**src/rtl/ctlw_pkg.sv**
```systemverilog
package ctlw_pkg;
  localparam int CW_W     = 16;
  localparam int SEL_W    = 2;
  localparam int MODE_W   = 3;
  localparam int FLD_W    = 6;
  localparam int SW_W     = 4;
  localparam int WAKE_W   = 5;
  localparam int WIN_W    = FLD_W;
  localparam int SEL_LSB  = CW_W - SEL_W;
  localparam int MODE_LSB = SEL_LSB - MODE_W;
  localparam int FLD_LSB  = MODE_LSB - FLD_W;
  localparam int RSV_BIT  = SW_W;
  localparam int MON_BIT  = FLD_W - 1;

  typedef logic [MODE_W-1:0] mode_t;
  typedef logic [SEL_W-1:0]  sel_t;

  localparam mode_t M_ACTIVE = 3'b001;
  localparam mode_t M_LSLEEP = 3'b010;
  localparam mode_t M_SLEEP  = 3'b011;
  localparam mode_t M_RXONLY = 3'b110;
  localparam mode_t M_STOP   = 3'b111;

  localparam sel_t S_NONE = 2'b00;
  localparam sel_t S_WAKE = 2'b01;
  localparam sel_t S_WIN  = 2'b10;
  localparam sel_t S_TRIG = 2'b11;

  function automatic logic mode_legal(mode_t m);
    return (m == M_ACTIVE) || (m == M_LSLEEP) || (m == M_SLEEP) ||
           (m == M_RXONLY) || (m == M_STOP);
  endfunction

  function automatic logic mode_low(mode_t m);
    return (m == M_LSLEEP) || (m == M_SLEEP) || (m == M_STOP);
  endfunction
endpackage

```
**src/rtl/cw_decode.sv**
```systemverilog
module cw_decode
  import ctlw_pkg::*;
(
  input  logic [CW_W-1:0]  cw,
  output logic             ok,
  output sel_t             sel,
  output mode_t            mode,
  output logic [FLD_W-1:0] fld,
  output logic [SW_W-1:0]  sw
);
  logic rsv;

  always_comb begin
    sel  = cw[SEL_LSB +: SEL_W];
    mode = cw[MODE_LSB +: MODE_W];
    fld  = cw[FLD_LSB +: FLD_W];
    rsv  = cw[RSV_BIT];
    sw   = cw[SW_W-1:0];
    ok   = (sel != S_NONE) && mode_legal(mode) && !rsv;
  end
endmodule

```
**src/rtl/mode_ctrl.sv**
```systemverilog
module mode_ctrl
  import ctlw_pkg::*;
(
  input  logic            clk,
  input  logic            rst_n,
  input  logic            soft_rst,
  input  logic            wake_evt,
  input  logic            acc,
  input  mode_t           mode_in,
  input  logic [SW_W-1:0] sw_in,
  output mode_t           mode_q,
  output logic            pend_q,
  output logic [SW_W-1:0] sw_q,
  output logic            armed_q
);
  logic wake_take;

  assign wake_take = wake_evt && !acc && !soft_rst && mode_low(mode_q);

  always_ff @(posedge clk or negedge rst_n) begin
    if (!rst_n) begin
      mode_q  <= M_ACTIVE;
      pend_q  <= 1'b0;
      sw_q    <= '0;
      armed_q <= 1'b1;
    end else if (soft_rst) begin
      mode_q  <= M_ACTIVE;
      pend_q  <= 1'b0;
      sw_q    <= '0;
      armed_q <= 1'b1;
    end else if (acc) begin
      mode_q <= mode_in;
      pend_q <= 1'b0;
      if (mode_low(mode_in)) begin
        sw_q    <= '0;
        armed_q <= 1'b0;
      end else begin
        sw_q <= armed_q ? sw_in : '0;
        if (mode_in == M_ACTIVE) armed_q <= 1'b1;
      end
    end else if (wake_take) begin
      pend_q <= 1'b1;
    end
  end
endmodule

```
**src/rtl/cfg_regs.sv**
```systemverilog
module cfg_regs
  import ctlw_pkg::*;
#(
  parameter logic [WAKE_W-1:0] WAKE_RST = '0
) (
  input  logic              clk,
  input  logic              rst_n,
  input  logic              soft_rst,
  input  logic              acc,
  input  sel_t              sel,
  input  logic [FLD_W-1:0]  fld,
  output logic [WAKE_W-1:0] wake_q,
  output logic              mon_q,
  output logic [WIN_W-1:0]  win_q,
  output logic              trig_q
);
  // retained group: only power-on reset clears it
  always_ff @(posedge clk or negedge rst_n) begin
    if (!rst_n) begin
      wake_q <= WAKE_RST;
      mon_q  <= 1'b0;
    end else if (acc && sel == S_WAKE) begin
      wake_q <= fld[WAKE_W-1:0];
      mon_q  <= fld[MON_BIT];
    end
  end

  // volatile group: soft reset restores defaults
  always_ff @(posedge clk or negedge rst_n) begin
    if (!rst_n) begin
      win_q  <= '1;
      trig_q <= 1'b0;
    end else if (soft_rst) begin
      win_q  <= '1;
      trig_q <= 1'b0;
    end else begin
      trig_q <= acc && (sel == S_TRIG);
      if (acc && sel == S_WIN) win_q <= fld;
    end
  end
endmodule

```
**src/rtl/ctl_word_decoder.sv**
```systemverilog
module ctl_word_decoder
  import ctlw_pkg::*;
#(
  parameter logic [4:0] WAKE_RST = 5'd0
) (
  input  logic        clk,
  input  logic        rst_n,
  input  logic        soft_rst,
  input  logic        wake_evt,
  input  logic        cw_valid,
  input  logic [15:0] cw,
  output logic [2:0]  mode_o,
  output logic        wake_pend_o,
  output logic [3:0]  sw_en_o,
  output logic [4:0]  wake_time_o,
  output logic        mon_en_o,
  output logic [5:0]  win_time_o,
  output logic        wd_trig_o
);
  logic             cmd_ok_w;
  sel_t             sel_w;
  mode_t            mode_w;
  logic [FLD_W-1:0] fld_w;
  logic [SW_W-1:0]  sw_w;
  logic             acc_w;
  logic             armed_w;
  mode_t            mode_q_w;

  cw_decode u_dec (
    .cw(cw), .ok(cmd_ok_w), .sel(sel_w), .mode(mode_w), .fld(fld_w), .sw(sw_w)
  );

  assign acc_w = cw_valid && cmd_ok_w && !soft_rst;

  mode_ctrl u_mode (
    .clk(clk), .rst_n(rst_n), .soft_rst(soft_rst), .wake_evt(wake_evt),
    .acc(acc_w), .mode_in(mode_w), .sw_in(sw_w),
    .mode_q(mode_q_w), .pend_q(wake_pend_o), .sw_q(sw_en_o), .armed_q(armed_w)
  );

  assign mode_o = mode_q_w;

  cfg_regs #(.WAKE_RST(WAKE_RST)) u_cfg (
    .clk(clk), .rst_n(rst_n), .soft_rst(soft_rst), .acc(acc_w),
    .sel(sel_w), .fld(fld_w),
    .wake_q(wake_time_o), .mon_q(mon_en_o), .win_q(win_time_o), .trig_q(wd_trig_o)
  );
endmodule

```
**config.mk**
```make
export PLATFORM = sky130hd
export DESIGN_NAME = ctl_word_decoder
export DESIGN_NICKNAME = d
export VERILOG_FILES = /design/src/rtl/ctlw_pkg.sv /design/src/rtl/cw_decode.sv /design/src/rtl/mode_ctrl.sv /design/src/rtl/cfg_regs.sv /design/src/rtl/ctl_word_decoder.sv
export SDC_FILE = /design/constraint.sdc
export NUM_CORES = 1
export LEC_CHECK = 0
export ABC_AREA = 1
export CAP_MARGIN = 10
export CORE_UTILIZATION = 65
export DETAILED_ROUTE_END_ITERATION = 6
export DONT_BUFFER_PORTS = 1
export HOLD_SLACK_MARGIN = 0.15
export PLACE_DENSITY_LB_ADDON = 0.05
export SLEW_MARGIN = 20
export SYNTH_ARGS = -nofsm -noshare
export SYNTH_HDL_FRONTEND = slang
export SYNTH_SLANG_ARGS = --single-unit
export TNS_END_PERCENT = 5
```
**constraint.sdc**
```tcl
create_clock -name clk -period 1.62 [get_ports clk]
set_input_delay 0.162 -clock clk [delete_from_list [all_inputs] [get_ports clk]]
set_output_delay 0.162 -clock clk [all_outputs]
set_load 0.03 [all_outputs]
```
==> metrics.md, run 1 <==
| Metric | Value |
|---|---|
| Max_slew headroom | `between 30% and 40%` |
| DRC viols | `5` |
| CP Data Arrival Time | `1880 ps` |
| Startpoint kind of the worst setup timing path | `input port` |
| Port Buf Inserts | `0` |
| Failing checks | `DRC` |
| Via count of the first global-routing pass | `about 1,100` |
| Standard cell core area | `1580 sq um` |
| Biggest fanout along the worst timing path | `21` |
| Die Height | `43.8 microns` |
| Number of hold violations in the final report | `0` |
| Placed Instance Area | `1130 sq um` |
| Number of standard cells in the layout, taps in and fillers out | `180` |
| Post-synthesis average cell area | `between 8 and 9 sq um` |
| Part of the Yosys area used for sequential elements | `between 40% and 50%` |
| Post-synth net total | `154` |
| Type of the worst setup path | `input port to flop` |
| Total global routing overflow | `0` |
| Final count of pins violating max slew | `0` |
| Number of buffers on the longest clock path | `2` |
| Source-to-sink clock delay at the later pin of the worst-skew pair | `340 ps` |
| Register area | `561 sq um` |
| Via-per-instance ratio | `6.25` |
| Reg-to-reg slack, setup | `490 ps` |
| Final Worst Setup Slack | `26.5 ps` |
| Aggregate routed wire length | `3460 microns` |
| Yosys warning total | `0` |
| Gr usage total | `a little over a third` |
| Number of levels in the clock H-tree | `1` |
| Die extent in x | `43.8 microns` |
| Final clock skew | `7.40 ps` |
| Max-capacitance violation count | `0` |
| Mapped Cells | `133` |
| Number of clock sinks | `22` |
| Total power per unit cell area | `958 nW/um^2` |
| Placement-stage worst setup slack | `511 ps` |
| Number of top-level pins | `42` |
| Placement Rows | `14` |
| Count of unique library cells instantiated by Yosys | `21` |
| Tcrit/Tclk final | `between 90% and 100%` |
| Ratio of cells with drive above 1 in the final layout | `19.5%` |
| DR WL/cell | `slightly below 20 microns` |
| Post-Place Cells | `147` |
| Antenna diode count | `0` |
| Syn Std Cell Area | `1140 sq um` |
| Total of endpoints with negative setup slack in the final report | `0` |
| Number of violations reported at the end of detailed-routing iteration 0 | `74` |
| Via count | `between 1,000 and 1,500` |
| Multi-input gate area | `518 sq um` |
| Clock tree from TritonCTS | `done` |
| Critical Path RT | `roughly 1900 ps` |
| Detail Route Antenna Nets | `0` |
| Post-synthesis register bit count | `22` |
| Summed area of non-filler cells in the final layout | `between 1000 and 1500 sq um` |
| Path type of the worst min-delay path | `input port to flop` |
| Setup repair after global routing missed its margin | `yes` |
| Antenna violations before repair | `0` |
| Net count reported at finish | `about 190` |
| Number of buffers created by CTS | `3` |
| Dpl hpwl | `1620 microns` |
| Worst Hold Depth | `4` |
| Largest net degree at the start of global routing | `23` |
| Initial core utilization | `72.1%` |
| Crit path time final | `1590 ps` |
| Status | `finished with violations` |
| Buffer type at the clock tree root | `sky130_fd_sc_hd__clkbuf_4` |
| Top achievable clock speed | `between 0.6 and 0.7 GHz` |
| Area added between synthesis and finish | `30.8%` |
| Worst IR drop on VDD | `0.000988 V` |
| Static leakage power | `~0.74 nW` |
| Number of iterations in the first detailed-routing pass | `6` |
| Area of the die | `1920 sq um` |
| Wire length of the first global-routing pass | `4860 microns` |
| Nature of the critical path endpoint | `flop` |
| Tightest Pin Transition | `989 ps` |
| Fillers | `50` |
| Placer Congestion | `0.778` |
| Clock transition time at the flip-flop clock pins of the worst setup and hold paths | `approximately 140 ps` |
| Reg2Reg Depth | `4` |
## cell type report
type	count	area share [%]
Clock inverter	1	2.02
Sequential cell	22	37.7
Inverter	9	2.61
Timing Repair Buffer	29	20.0
Multi-Input combinational cell	100	34.8
Tap cell	16	1.35
Clock buffer	3	1.51
## flip-flops by register name, summed over array words and instances (netlist names)
name,flops
u_cfg.mon_q,1
u_cfg.trig_q,1
u_cfg.wake_q,5
u_cfg.win_q,6
u_mode.armed_q,1
u_mode.mode_q,3
u_mode.pend_q,1
u_mode.sw_q,4
## where the power goes
group	leakage (nW)	total (W)	switching, W	internal, W
sequential	0.273	0.000758	0.000144	0.000614
clock	0.0279	0.000450	0.000199	0.000251
combinational	0.441	0.000217	0.000132	0.0000852
total	0.742	0.00142	0.000475	0.000950
## repair_timing
item,in CTS,in global routing
setup endpoints to repair,0,7
hold buffers,28,1
resized for setup,0,6
endpoints found under the hold margin,44,1
setup buffers,0,1
## synth_stat cells, drive strengths merged
cell type | n | area share, %
a21boi | 1 | 0.66
a21oi | 1 | 0.44
buf | 2 | 2.0
dfrtp | 14 | 31
dfstp | 8 | 18
inv | 9 | 3.2
nand2 | 56 | 20
nand3 | 11 | 5.9
nand4 | 9 | 5.5
nor2 | 15 | 9.6
o21ai | 2 | 0.88
or2 | 5 | 2.8
## per-layer routing
metal	vias to the layer above	global-route usage (%)	share of wire (%)
li1	490	-	-
met5	-	0	0
met1	522	44.0	38
met3	14	9.58	11
met2	99	61.5	48
met4	0	13.1	3.1
## kinds of logic after synthesis
group	Yosys count	synth area share, %
and+or+nand+nor	96	43.6
buffers and inverters	11	5.17
AOI/OAI and AO/OA	4	1.98
DFF	22	49.3
## final timing paths
kind,startpoint,endpoint
max in group asynchronous,rst_n,u_mode.sw_q[0]
setup reg to reg,u_mode.mode_q[0],u_mode.pend_q
hold / removal,cw_valid,u_cfg.win_q[4]
min in group asynchronous,rst_n,u_mode.sw_q[2]
setup / recovery,soft_rst,u_mode.mode_q[0]
hold reg to reg,u_mode.mode_q[0],u_mode.mode_q[0]
## stage by stage
stage,total power (W),utilization (%),hold WS [ps],setup TNS [ps]
global placement,0.000888,72.0,-133,0
global route,0.00147,94.4,203,-29.8
finish,0.00142,94.4,190,0
CTS,0.00137,93.1,167,0
detailed placement,0.000895,72.0,-133,0
floorplan,0.000872,-,-134,0
## critical path, cell delays in order
cell                            delay, ps
sky130_fd_sc_hd__dlygate4sd3_1        660
sky130_fd_sc_hd__inv_4                240
sky130_fd_sc_hd__nand2_2              110
sky130_fd_sc_hd__o21ai_1              100
sky130_fd_sc_hd__dlygate4sd3_1        560
sky130_fd_sc_hd__nand2_1               50
## cell usage in the layout, fill, tap and decap left out, drive strengths merged
master	Yosys	layout
a21boi	1	1
dlygate4sd3	0	24
nor2	15	15
o21ai	2	2
bufinv	0	1
buf	2	1
inv	9	9
nand3	11	11
nand4	9	9
a21oi	1	1
dfrtp	14	14
dfstp	8	8
nand2	56	56
or2	5	5
dlymetal6s4s	0	4
clkbuf	0	3
Note: power is estimated with default switching activity, not from simulation.
==> run 2, diff against run 1 <==
Settings changed: REMOVE_ABC_BUFFERS set to 1.
==> metrics.md, run 2 (synthesis gave the netlist of run 1 again) <==
| Metric | Value |
|---|---|
| Number of top-level pins | `42 (unchanged)` |
| Final clock skew | `10.3 ps (was 7.40 ps)` |
| Via-per-instance ratio | `6.64 (was 6.25)` |
| Number of clock sinks | `22 (unchanged)` |
| Biggest fanout along the worst timing path | `7 (was 21)` |
| Die extent in x | `43.8 microns (unchanged)` |
| Crit path buf inv count | `3 (unchanged)` |
| Total power per unit cell area | `863 nW/um^2 (was 958 nW/um^2)` |
| Critical Path RT | `1820 ps (was 1910 ps)` |
| Summed area of non-filler cells in the final layout | `1480 sq um (was 1490 sq um)` |
| Flip-flop count of the largest register after layout | `6 (unchanged)` |
| Nature of the critical path endpoint | `flop (unchanged)` |
| Final count of pins violating max slew | `0 (unchanged)` |
| Die Height | `43.8 microns (unchanged)` |
| Gr usage total | `39.2% (was 36.2%)` |
| Static leakage power | `0.740 nW (was 0.742 nW)` |
| Total negative slack for setup checks | `-17.6 ps (was 0 ps)` |
| Register area | `561 sq um (unchanged)` |
| Failing checks | `DRC, setup timing (was DRC)` |
| Tcrit/Tclk final | `101% (was 98.4%)` |
| Worst IR drop on VDD | `0.000865 V (was 0.000988 V)` |
| Number of buffers created by CTS | `3 (unchanged)` |
| Port Buf Inserts | `0 (unchanged)` |
| Top reg by flops | `u_cfg.win_q (unchanged)` |
| Worst Hold Margin | `167 ps (was 190 ps)` |
| Initial core utilization | `72.1% (unchanged)` |
| Tightest Pin Transition | `915 ps (was 989 ps)` |
| Cell family contributing the most delay on the critical path | `buffers and inverters (unchanged)` |
| Ratio of cells with drive above 1 in the final layout | `20.0% (was 19.5%)` |
| Placer Congestion | `0.734 (was 0.778)` |
| Dpl hpwl | `1550 microns (was 1620 microns)` |
| Top achievable clock speed | `0.612 GHz (was 0.628 GHz)` |
| Via count of the first global-routing pass | `1,170 (was 1,057)` |
| Area added between synthesis and finish | `30.5% (was 30.8%)` |
| Number of buffers on the longest clock path | `2 (unchanged)` |
| DR WL/cell | `19.8 microns (was 19.2 microns)` |
| Standard cell core area | `1580 sq um (unchanged)` |
| Area of the die | `1920 sq um (unchanged)` |
| Number of violations reported at the end of detailed-routing iteration 0 | `109 (was 74)` |
| Antenna violations before repair | `0 (unchanged)` |
| Max_slew headroom | `38.8% (was 33.9%)` |
| Biggest regs | `u_cfg.win_q x6, u_cfg.wake_q x5, u_mode.sw_q x4 (unchanged)` |
| Top library cells by usage in the layout, fill and taps aside | `sky130_fd_sc_hd__nand2_1 (51), sky130_fd_sc_hd__dlygate4sd3_1 (26), sky130_fd_sc_hd__dfrtp_1 (14), sky130_fd_sc_hd__nand3_1 (10), sky130_fd_sc_hd__nor2_1 (9) (was sky130_fd_sc_hd__nand2_1 (52), sky130_fd_sc_hd__dlygate4sd3_1 (24), sky130_fd_sc_hd__dfrtp_1 (14), sky130_fd_sc_hd__nand3_1 (10), sky130_fd_sc_hd__nor2_1 (9))` |
| Critical path, cell by cell | `dlygate4sd3_1, inv_1, nand2_2, nand2_4, nor2_8, nand4_1, dlygate4sd3_1, nand2_1 (was dlygate4sd3_1, inv_4, nand2_2, o21ai_1, dlygate4sd3_1, nand2_1)` |
| Placed Instance Area | `1130 sq um (unchanged)` |
| DRC viols | `3 (was 5)` |
| Type of the worst setup path | `input port to flop (unchanged)` |
| Max-capacitance violation count | `0 (unchanged)` |
| Startpoint of the lowest-slack hold path | `soft_rst (was cw_valid)` |
| Number of levels in the clock H-tree | `1 (unchanged)` |
| Clock tree from TritonCTS | `done (unchanged)` |
| Net count reported at finish | `187 (was 186)` |
| Antenna diode count | `0 (unchanged)` |
| Status | `finished with violations (unchanged)` |
| Number of hold violations in the final report | `0 (unchanged)` |
| Number of iterations in the first detailed-routing pass | `7 (was 6)` |
| Source-to-sink clock delay at the later pin of the worst-skew pair | `310 ps (was 340 ps)` |
| Wire length of the first global-routing pass | `5330 microns (was 4860 microns)` |
| Total of endpoints with negative setup slack in the final report | `2 (was 0)` |
| Cell with the biggest individual delay on the critical path | `sky130_fd_sc_hd__dlygate4sd3_1 (unchanged)` |
| Clock transition time at the flip-flop clock pins of the worst setup and hold paths | `130 ps (was 140 ps)` |
| Overall Power | `0.00128 W (was 0.00142 W)` |
| Via count | `1,201 (was 1,125)` |
| Final Worst Setup Slack | `-12.9 ps (was 26.5 ps)` |
| Detail Route Antenna Nets | `0 (unchanged)` |
| Leading cell type in the layout, fill and taps excluded | `sky130_fd_sc_hd__nand2_1 (unchanged)` |
| Critical Path Start | `cw[15] (was soft_rst)` |
| Reg-to-reg slack, setup | `350 ps (was 490 ps)` |
| Startpoint kind of the worst setup timing path | `input port (unchanged)` |
| Reg-to-reg critical path startpoint | `u_mode.mode_q[0] (unchanged)` |
| Multi-input gate area | `526 sq um (was 518 sq um)` |
| Total global routing overflow | `0 (unchanged)` |
| Largest net degree at the start of global routing | `23 (unchanged)` |
| Path type of the worst min-delay path | `input port to flop (unchanged)` |
| CP Data Arrival Time | `1830 ps (was 1880 ps)` |
| Cell mode on critical path | `sky130_fd_sc_hd__dlygate4sd3_1 (unchanged)` |
| Placement Rows | `14 (unchanged)` |
| Crit path time final | `1630 ps (was 1590 ps)` |
| Aggregate routed wire length | `3590 microns (was 3460 microns)` |
| Fillers | `52 (was 50)` |
| Largest stage delay on the critical path | `570 ps (was 660 ps)` |
| Buffer type at the clock tree root | `sky130_fd_sc_hd__clkbuf_4 (unchanged)` |
-- run 2: routing by layer --
metal | routed length [microns] | up-vias | GRT usage, %
li1 | - | 495 | -
met1 | 1120 | 549 | 44.5
met2 | 1730 | 121 | 67.5
met3 | 415 | 36 | 10.0
met4 | 323 | 0 | 20.6
met5 | 0 | - | 0
-- run 2: layout make-up --
cell class | instances | share of cell area (%)
tap | 16 | 1.35
sequential | 22 | 37.8
inverter | 9 | 2.45
multi-input combinational | 100 | 35.4
clock buffer | 4 | 2.45
timing repair buffer | 30 | 20.6
-- run 2: what timing repair did --
item,in CTS,in global routing
resized for setup,0,5
buffers inserted,0,1
endpoints found under the setup margin,0,6
hold endpoints to repair,44,1
hold buffers,29,1
-- run 2: report_power, final --
part | internal [W] | total (W) | switching, W
clock | 0.000137 | 0.000302 | 0.000165
combinational | 0.0000875 | 0.000220 | 0.000132
sequential | 0.000614 | 0.000759 | 0.000145
-- run 2: metrics by stage --
stage	std cells	setup WS [ps]	utilization, %
floorplan	131	586	-
global placement	147	560	72.0
detailed placement	147	541	72.0
CTS	180	20.5	92.7
global route	181	-43.3	94.1
finish	181	-12.9	94.1
-- run 2: worst paths after layout --
| check | cells after the start | end |
|---|---|---|
| min | 2 | u_cfg.win_q[4] |
| max | 8 | u_cfg.wake_q[1] |
| min in group asynchronous | 1 | u_mode.pend_q |
| max reg2reg | 4 | u_mode.pend_q |
| min reg2reg | 2 | u_mode.mode_q[0] |
| max in group asynchronous | 1 | u_cfg.wake_q[2] |
==> run 3, diff against run 2 <==
Settings changed: SYNTH_HIERARCHICAL set to 1.
==> metrics.md, run 3 <==
| Metric | Value |
|---|---|
| Crit path time final | `1600 ps (was 1630 ps)` |
| Standard cell core area | `1580 sq um (unchanged)` |
| Cell mode on critical path | `sky130_fd_sc_hd__dlygate4sd3_1 (unchanged)` |
| Tightest Pin Transition | `931 ps (was 915 ps)` |
| Die extent in x | `44.0 microns (was 43.8 microns)` |
| Syn Std Cell Area | `1140 sq um (about the same)` |
| Type of the worst setup path | `input port to flop (unchanged)` |
| Number of clock sinks | `22 (unchanged)` |
| Final count of pins violating max slew | `0 (unchanged)` |
| Biggest fanout along the worst timing path | `4 (was 7)` |
| Buffer type at the clock tree root | `sky130_fd_sc_hd__clkbuf_4 (unchanged)` |
| Total power per unit cell area | `929 nW/um^2 (was 863 nW/um^2)` |
| Nature of the critical path endpoint | `flop (unchanged)` |
| Total global routing overflow | `0 (unchanged)` |
| DR WL/cell | `15.4 microns (was 19.8 microns)` |
| Clock tree from TritonCTS | `done (unchanged)` |
| Most used standard cell by instance count after synthesis | `sky130_fd_sc_hd__nand2_1 (unchanged)` |
| Status | `finished with violations (unchanged)` |
| Gr usage total | `28.7% (was 39.2%)` |
| Dpl hpwl | `1380 microns (was 1550 microns)` |
| Largest stage delay on the critical path | `610 ps (was 570 ps)` |
| Setup repair after global routing missed its margin | `no` |
| Antenna diode count | `0 (unchanged)` |
| Portion of synthesized cell area occupied by the leading cell type | `30.6% (was 30.8%)` |
| Startpoint kind of the worst setup timing path | `input port (unchanged)` |
| Flip-flop count of the largest register after layout | `6 (unchanged)` |
| Number of levels in the clock H-tree | `1 (unchanged)` |
| Via-per-instance ratio | `5.67 (was 6.64)` |
| Worst Hold Margin | `181 ps (was 167 ps)` |
| Final clock skew | `0.537 ps (was 10.3 ps)` |
| Placer Congestion | `0.850 (was 0.734)` |
| Area of the die | `1930 sq um (was 1920 sq um)` |
| Clock transition time at the flip-flop clock pins of the worst setup and hold paths | `120 ps (was 130 ps)` |
| Net count reported at finish | `169 (was 187)` |
| Cell with the biggest individual delay on the critical path | `sky130_fd_sc_hd__dlygate4sd3_1 (unchanged)` |
| Count of unique library cells instantiated by Yosys | `20 (was 21)` |
| Critical Path RT | `1860 ps (was 1820 ps)` |
| Aggregate routed wire length | `2500 microns (was 3590 microns)` |
| Overall Power | `0.00124 W (was 0.00128 W)` |
| Yosys top cell by area | `sky130_fd_sc_hd__dfrtp_1 (unchanged)` |
| Area added between synthesis and finish | `16.2% (was 30.5%)` |
| Worst IR drop on VDD | `0.000710 V (was 0.000865 V)` |
| Port Buf Inserts | `0 (unchanged)` |
| Top reg by flops | `u_cfg/win_q (was u_cfg.win_q)` |
| Detail Route Antenna Nets | `0 (unchanged)` |
| Number of top-level pins | `42 (unchanged)` |
| Commonest register cell after synthesis | `sky130_fd_sc_hd__dfrtp_1 (unchanged)` |
| Largest net degree at the start of global routing | `23 (unchanged)` |
| Initial core utilization | `72.6% (was 72.1%)` |
| Number of hold violations in the final report | `0 (unchanged)` |
| Share of synthesized registers carrying an async set or reset | `100% (unchanged)` |
| Placement Rows | `14 (unchanged)` |
| Die Height | `44.0 microns (was 43.8 microns)` |
| Failing checks | `DRC (was DRC, setup timing)` |
| Path type of the worst min-delay path | `input port to flop (unchanged)` |
| Wire length of the first global-routing pass | `4040 microns (was 5330 microns)` |
| Number of iterations in the first detailed-routing pass | `7 (unchanged)` |
| Number of violations reported at the end of detailed-routing iteration 0 | `42 (was 109)` |
| Via count | `924 (was 1,201)` |
| Cell types with the largest area share after synthesis | `sky130_fd_sc_hd__dfrtp_1 (31%), sky130_fd_sc_hd__dfstp_2 (18%), sky130_fd_sc_hd__nand2_1 (11%), sky130_fd_sc_hd__buf_4 (9.8%), sky130_fd_sc_hd__nand3_1 (9.2%) (was sky130_fd_sc_hd__dfrtp_1 (31%), sky130_fd_sc_hd__dfstp_2 (18%), sky130_fd_sc_hd__nand2_1 (17%), sky130_fd_sc_hd__nand3_1 (4.4%), sky130_fd_sc_hd__nand4_1 (4.4%))` |
| CP Data Arrival Time | `1840 ps (was 1830 ps)` |
| DRC viols | `2 (was 3)` |
| Source-to-sink clock delay at the later pin of the worst-skew pair | `300 ps (was 310 ps)` |
| Post-CTS setup buffers | `0 (unchanged)` |
| Max_slew headroom | `37.7% (was 38.8%)` |
| Antenna violations before repair | `0 (unchanged)` |
| Top cell types by occurrence after synthesis | `sky130_fd_sc_hd__nand2_1 (35), sky130_fd_sc_hd__nand3_1 (21), sky130_fd_sc_hd__buf_4 (15) (was sky130_fd_sc_hd__nand2_1 (52), sky130_fd_sc_hd__dfrtp_1 (14), sky130_fd_sc_hd__nand3_1 (10))` |
| Biggest regs | `u_cfg/win_q x6, u_cfg/wake_q x5, u_mode/sw_q x4 (was u_cfg.win_q x6, u_cfg.wake_q x5, u_mode.sw_q x4)` |
| Via count of the first global-routing pass | `949 (was 1,170)` |
| Post-synthesis register bit count | `22 (unchanged)` |
| Total of endpoints with negative setup slack in the final report | `0 (was 2)` |
| Max-capacitance violation count | `0 (unchanged)` |
| Leading cell type in the layout, fill and taps excluded | `sky130_fd_sc_hd__nand2_1 (unchanged)` |
| Number of buffers on the longest clock path | `2 (unchanged)` |
| Total negative slack for setup checks | `0 ps (was -17.6 ps)` |
| Part of the Yosys area used for sequential elements | `49.0% (was 49.3%)` |
| Ratio of cells with drive above 1 in the final layout | `16.3% (was 20.0%)` |
| Top library cells by usage in the layout, fill and taps aside | `sky130_fd_sc_hd__nand2_1 (34), sky130_fd_sc_hd__dlygate4sd3_1 (27), sky130_fd_sc_hd__nand3_1 (21), sky130_fd_sc_hd__inv_1 (14), sky130_fd_sc_hd__dfrtp_1 (13) (was sky130_fd_sc_hd__nand2_1 (51), sky130_fd_sc_hd__dlygate4sd3_1 (26), sky130_fd_sc_hd__dfrtp_1 (14), sky130_fd_sc_hd__nand3_1 (10), sky130_fd_sc_hd__nor2_1 (9))` |
| Mapped Cells | `133 (unchanged)` |
| Number of enable flip-flop cells after synthesis | `0 (unchanged)` |
| Top achievable clock speed | `0.626 GHz (was 0.612 GHz)` |
| Critical path, cell by cell | `dlygate4sd3_1, inv_1, nand2_1, o22ai_1, dlygate4sd3_1 (was dlygate4sd3_1, inv_1, nand2_2, nand2_4, nor2_8, nand4_1, dlygate4sd3_1, nand2_1)` |
| Number of buffers created by CTS | `3 (unchanged)` |
| Static leakage power | `0.647 nW (was 0.740 nW)` |
| Yosys warning total | `6 (was 0)` |
| Post-synthesis average cell area | `8.61 sq um (was 8.55 sq um)` |
| Tcrit/Tclk final | `98.5% (was 101%)` |
[run 3: cell count changes after synthesis, sizes merged, moves of 5 or more]
cell / before / now
buf: 2 / 17
inv: 9 / 16
nand2: 56 / 35
nand3: 11 / 22
nand4: 9 / 0
nor2: 15 / 4
o21ai: 2 / 13
or2: 5 / 0
[run 3: worst paths after layout]
path                             startpoint                to  slack [ps]  depth (start not counted)
setup / recovery                   soft_rst  u_mode/mode_q[2]          20                          5
hold / removal                       cw[14]   u_cfg/wake_q[0]         180                          2
setup reg to reg           u_mode/mode_q[0]     u_mode/pend_q          60                          3
hold reg to reg              u_mode/armed_q    u_mode/armed_q         500                          2
max in group asynchronous             rst_n  u_mode/mode_q[2]         560                          1
min in group asynchronous             rst_n    u_mode/sw_q[3]         430                          1
[run 3: final cells by class]
type                            count  area (sq um)
Inverter                           16          62.6
Clock buffer                        4          26.3
Sequential cell                    22           562
Tap cell                           16          20.0
Timing Repair Buffer               27           270
Multi-Input combinational cell     78           389
Fill cell                          86           246
[run 3: cells by family (layout without fill, tap and decap cells)]
group,Yosys count,count (layout),synth area share (%)
buf+inv,33,47,17.3
compound gates,17,17,10.1
simple gates,61,61,23.7
flops,22,22,49.0
[run 3: worst max-delay path: cells and delay by family]
family | cells | cell delay [ps]
buffers and inverters | 3 | 1350
and+or+nand+nor | 1 | 120
AOI/OAI and AO/OA | 1 | 200
[run 3: timing repair]
action,CTS,global route
setup endpoints to repair,0,5
resized for setup,0,2
hold endpoints to repair,44,0
hold buffers,27,0
[run 3: layer usage]
layer	GRT usage [%]	part of all wire [%]	vias up
met2	52.5	52	45
met4	9.09	1.3	0
met5	0	0	-
met1	34.2	41	437
li1	-	-	438
met3	4.58	6.0	4
[run 3: power by group]
| group | internal [W] | switching [W] | leakage, nW |
|---|---|---|---|
| Clock | 0.0000959 | 0.000165 | 0.0150 |
| Sequential | 0.000624 | 0.000156 | 0.271 |
| Combinational | 0.0000914 | 0.000104 | 0.361 |
[run 3: stage by stage]
| stage | cell area (sq um) | setup slack (ps) | utilization, % | instances |
|---|---|---|---|---|
| finish | 1330 | 23.7 | 84.4 | 163 |
| global route | 1330 | 0.438 | 84.4 | 163 |
| CTS | 1330 | 36.6 | 84.1 | 163 |
| detailed placement | 1030 | 286 | 65.3 | 132 |
| global placement | 1030 | 329 | 65.3 | 132 |
| floorplan | 1010 | 409 | - | 116 |
